<file path="config.mk">
export PLATFORM = sky130hd
export DESIGN_NAME = dual_irq_router
export DESIGN_NICKNAME = d
export VERILOG_FILES = /design/src/rtl/dual_irq_router.sv
export SDC_FILE = /design/constraint.sdc
export NUM_CORES = 1
export LEC_CHECK = 0
export BUFFER_PORTS_ARGS = -buffer_cell sky130_fd_sc_hd__buf_4
export CAP_MARGIN = 20
export CELL_PAD_IN_SITES_DETAIL_PLACEMENT = 1
export CELL_PAD_IN_SITES_GLOBAL_PLACEMENT = 2
export CORE_MARGIN = 1.5
export CORE_UTILIZATION = 34
export CTS_BUF_LIST = sky130_fd_sc_hd__clkbuf_4 sky130_fd_sc_hd__clkbuf_8
export DETAILED_ROUTE_END_ITERATION = 8
export PLACE_DENSITY = 0.74
export RECOVER_POWER = 50
export SLEW_MARGIN = 20
export SYNTH_ARGS = -nofsm -noshare
export SYNTH_HDL_FRONTEND = slang
export SYNTH_SLANG_ARGS = --single-unit
</file>
<file path="constraint.sdc">
create_clock -name clk -period 5.4 [get_ports clk]
set_clock_uncertainty 0.05 [all_clocks]
set_input_delay 1.62 -clock clk [delete_from_list [all_inputs] [get_ports clk]]
set_output_delay 1.62 -clock clk [all_outputs]
set_load 0.02 [all_outputs]
</file>
<file path="src/rtl/dual_irq_router.sv">
module dual_irq_router #(
  parameter int HI_N = 32
) (
  input  logic                 clk,
  input  logic                 rst_n,
  input  logic [30+HI_N-1:0]   src,
  input  logic                 we,
  input  logic [4:0]           addr,
  input  logic [31:0]          wdata,
  output logic [31:0]          rdata,
  output logic                 cpu_irq,
  output logic                 cpu_fiq,
  output logic                 cop_irq,
  output logic                 cop_fiq
);
  localparam int LO_N = 30;
  localparam int NSRC = LO_N + HI_N;

  logic [NSRC-1:0] forced, mask_c, mask_p, prio_c, prio_p;
  logic [NSRC-1:0] raw, pend_c, pend_p, wvec, wsel, rvec;
  logic [3:0]      grp;

  assign grp    = addr[4:1];
  assign raw    = src | forced;
  assign pend_c = raw & mask_c;
  assign pend_p = raw & mask_p;
  assign wvec   = addr[0] ? {wdata[HI_N-1:0], {LO_N{1'b0}}} : {{HI_N{1'b0}}, wdata[LO_N-1:0]};
  assign wsel   = addr[0] ? {{HI_N{1'b1}}, {LO_N{1'b0}}} : {{HI_N{1'b0}}, {LO_N{1'b1}}};

  always_ff @(posedge clk or negedge rst_n) begin
    if (!rst_n) begin
      forced <= '0;
      mask_c <= '0;
      mask_p <= '0;
      prio_c <= '0;
      prio_p <= '0;
    end else if (we) begin
      case (grp)
        4'd2:  forced <= forced | wvec;
        4'd3:  forced <= forced & ~wvec;
        4'd5:  mask_c <= mask_c | wvec;
        4'd6:  mask_c <= mask_c & ~wvec;
        4'd7:  prio_c <= (prio_c & ~wsel) | wvec;
        4'd9:  mask_p <= mask_p | wvec;
        4'd10: mask_p <= mask_p & ~wvec;
        4'd11: prio_p <= (prio_p & ~wsel) | wvec;
        default: ;
      endcase
    end
  end

  always_ff @(posedge clk or negedge rst_n) begin
    if (!rst_n) begin
      cpu_irq <= 1'b0;
      cpu_fiq <= 1'b0;
      cop_irq <= 1'b0;
      cop_fiq <= 1'b0;
    end else begin
      cpu_irq <= |(pend_c & ~prio_c);
      cpu_fiq <= |(pend_c & prio_c);
      cop_irq <= |(pend_p & ~prio_p);
      cop_fiq <= |(pend_p & prio_p);
    end
  end

  always_comb begin
    case (grp)
      4'd0:    rvec = raw;
      4'd1:    rvec = forced;
      4'd4:    rvec = mask_c;
      4'd7:    rvec = prio_c;
      4'd8:    rvec = mask_p;
      4'd11:   rvec = prio_p;
      4'd12:   rvec = pend_c & ~prio_c;
      4'd13:   rvec = pend_p & ~prio_p;
      4'd14:   rvec = pend_c & prio_c;
      4'd15:   rvec = pend_p & prio_p;
      default: rvec = '0;
    endcase
  end

  assign rdata = addr[0] ? 32'(rvec[NSRC-1:LO_N])
                         : {1'b0, |rvec[NSRC-1:LO_N], rvec[LO_N-1:0]};

  a_r3_force_set: assert property (@(posedge clk) disable iff (!rst_n)
    (we && grp == 4'd2) |=> ((forced & $past(wvec)) == $past(wvec)));
  a_r3_force_clr: assert property (@(posedge clk) disable iff (!rst_n)
    (we && grp == 4'd3) |=> ((forced & $past(wvec)) == '0));
  a_r4_cpu_mask_set: assert property (@(posedge clk) disable iff (!rst_n)
    (we && grp == 4'd5) |=> ((mask_c & $past(wvec)) == $past(wvec) && $stable(mask_p)));
  a_r4_cop_mask_clr: assert property (@(posedge clk) disable iff (!rst_n)
    (we && grp == 4'd10) |=> ((mask_p & $past(wvec)) == '0 && $stable(mask_c)));
  a_r5_no_fiq_unsteered: assert property (@(posedge clk) disable iff (!rst_n)
    (prio_c == '0) |=> !cpu_fiq);
  a_r6_quiet_when_masked: assert property (@(posedge clk) disable iff (!rst_n)
    (mask_p == '0) |=> (!cop_irq && !cop_fiq));
endmodule

</file>
==> results.cfg <==
[cts]
cts_tree = done
cts_buffers = 61
cts-root-buf = clkbuf_8
clk_path_buf_depth = 3
htree_levels = 2
clk_pin_slew_ps = 80
cts.sinks = 314
insertion_delay_ps = 730

[setup_path]
critical_path.max_fanout = 8
endpoint_kind = output pin
crit_required_ps = 3730
cp.arrival_ps = 4000
worstPathCellList = buf_16 > buf_8 > nor2_1 > nand2_2 > buf_6 > o211ai_1 > a2111oi_4 > nand4_1 > nor4_4 > a32oi_2 > buf_4
crit_path_top_delay_cell = a2111oi_4
worstSetupStartpointType = primary input
critical_path_class = primary input to output pin
cpPeakStageDelay_ps = 450
critPathTopFamily = compound AO/OA/AOI/OAI gates
cp.buffers_inverters = 4

[floorplanning]
core_area_mm2 = 0.05759
pin_count = 138
die_y_um = 244.3
die_area_mm2 = 0.05968
die_w_um = 244.3
row_count = 88
initial_core_util_pct = 34.38

[logic_synthesis]
syn_area_per_cell_um2 = 8.446
postSynthNetCount = 2446
yosysTopAreaCell = dfrtp_1
ys_warn_count = 0
synth_top_area_share_pct = 39.69
syn_inst = 2344
ys_seq_area_share_pct = 39.69
synth-async-reset-ratio_pct = 100.0
synth-seq-cells = 314
syn_area_mm2 = 0.01980
synthTopCellsByCount = 314 x dfrtp_1, 308 x o21ai_0, 215 x nand2_1, 152 x nor2_1, 148 x a21oi_1
yosys.cell_types.count = 76
synth_edf_count = 0
synth.most_common_cell = dfrtp_1
synthFlopType = dfrtp_1
ys_top_cells_by_area = dfrtp_1 40%, o21ai_0 7.8%, mux2_2 6.1%, nand2_1 4.1%, a22oi_1 3.8%

[hold_path]
hp-class = flip-flop to flip-flop

[timing]
timing.final.hold_violations = 0
final.min_clock_period_ps = 5674
setup_ws_ps = -274.3
finalCritPeriodShare_pct = 105.1
finalSetupViolCount = 5
slew_viol_final = 304
timing.hold.ws_ps = 488.8
slew_headroom_pct = -52.34
max_freq_mhz = 176.2
worst_pin_slew_ps = 2285
timing.setup.tns_ps = -335.6
rsz0062_at_grt = yes

[final_layout]
layout-drive-gt1-share_pct = 28.67
area_growth_pct = 31.04
n_fill_cell = 6705
layout.nets = 2789
final_cell_area_mm2 = 0.02594

[outcome]
violations = max-capacitance violations, max-slew violations, negative setup slack
status = finished with violations

[global_routing]
grt_pass1_vias = 22593
grt_antenna_before_repair = 3
grt_start_max_net_pins = 135
grt_overflow = 0
grt_pass1_wl_mm = 173.0
track_usage_pct = 40.76

[placement]
dpl-instance-area_mm2 = 0.02353
portBuffers = 137
routabilityCongestion = 1.036
dp_hpwl_mm = 92.21

[run]
cap_violations = 4

[drt]
vias = 22689
dr.pass1.iters = 5
drt-initial-drc-count = 2503
drt.antenna.violating_nets = 0
detail_route.wl_per_cell_um = 35.22
routed_via_density = 6.477
drt-total-wl_mm = 123.4
drc_errors = 0

[pwr]
power_leakage_nw = 10.68
p_per_area_mw_per_mm2 = 364.2
power.total_mw = 9.448
peakVddDrop_mv = 0.2171
## worst paths after layout
check	start	end	slack, ps	depth (start not counted)
worst max-delay path	addr[4]	rdata[30]	-270	11
worst min-delay path	flip-flop	flip-flop	490	2
worst max register to register	flip-flop	cop_fiq	2300	6
worst min register to register	flip-flop	flip-flop	490	2
max in group asynchronous	rst_n	asynchronous set/reset pin	530	2
min in group asynchronous	rst_n	asynchronous set/reset pin	1490	1
## kinds of logic after synthesis
logic type / after synthesis / synth area share [%]
AO/OA/AOI/OAI: 975 / 31.09
AND/OR/NAND/NOR: 656 / 15.61
flip-flops: 314 / 39.69
buffers and inverters: 249 / 5.530
multiplexers: 118 / 6.668
XOR/XNOR: 32 / 1.416
## final cells by class
type	instances	area (um^2)	area share, %
multi-input cells	1781	11360	43.80
clock inverters	15	217.7	0.8392
clock buffers	96	1221	4.707
flip-flops and latches	314	7858	30.29
repair buffers	474	4113	15.85
well taps	765	957.2	3.690
diodes	3	7.507	0.02894
inverters	55	206.4	0.7958
## per-layer routing
metal	track usage, %	share of wire [%]	up-vias
li1	-	-	9609
met1	55.86	42	11624
met2	62.58	44	1175
met3	6.881	8.2	279
met4	18.99	5.4	2
met5	0	0.011	-
## power by group
group          leakage (nW)  internal, mW  switching (mW)  total, mW
clock network         0.755          1.67            1.21       2.89
logic                  6.02          1.10            1.73       2.83
registers              3.91          2.86           0.873       3.73
## per-stage QoR
stage	std cells	setup slack (ps)	utilization (%)
6_report	3503	-274.3	45.05
5_1_grt	3501	-276.5	45.04
4_1_cts	3481	-195.6	44.30
3_5_place_dp	3351	-611.6	40.87
3_3_place_gp	3351	-642.0	40.86
2_1_floorplan	2344	299.8	-
## worst register-to-register path: stages (launching register included)
cell	delay, ps
dfrtp_1	460
or2_0	390
buf_4	220
a32oi_1	460
o221ai_1	340
nor4_1	570
nand3_1	370
## cells in the final DEF, fill, tap and decap left out, types with 9 or more instances in the layout
| cell | count |
|---|---|
| buf_4 | 405 |
| dfrtp_1 | 314 |
| o21ai_0 | 295 |
| nand2_1 | 211 |
| a21oi_1 | 148 |
| nor2_1 | 145 |
| mux2_2 | 107 |
| nand3_1 | 97 |
| a22oi_1 | 93 |
| o22ai_1 | 83 |
| clkbuf_8 | 80 |
| o211ai_1 | 65 |
| o31ai_1 | 65 |
| a31oi_1 | 63 |
| inv_1 | 52 |
| nor2b_1 | 45 |
| nor3_1 | 38 |
| o2111ai_1 | 31 |
| buf_12 | 29 |
| buf_6 | 28 |
| xor2_1 | 24 |
| nor4_1 | 20 |
| o21ai_1 | 18 |
| nand4_1 | 17 |
| clkbuf_4 | 17 |
| o21a_1 | 12 |
| mux2i_1 | 9 |
## timing repair
item / in CTS / in global routing
cloned: 1 / 2
setup buffers: 18 / 17
setup endpoints to repair: 29 / 21
hold buffers: 0 / 0
gates resized for setup: 80 / 65
hold endpoints to repair: 0 / 0
pin swaps: 25 / 24
Power figures use the tool's default switching activity.
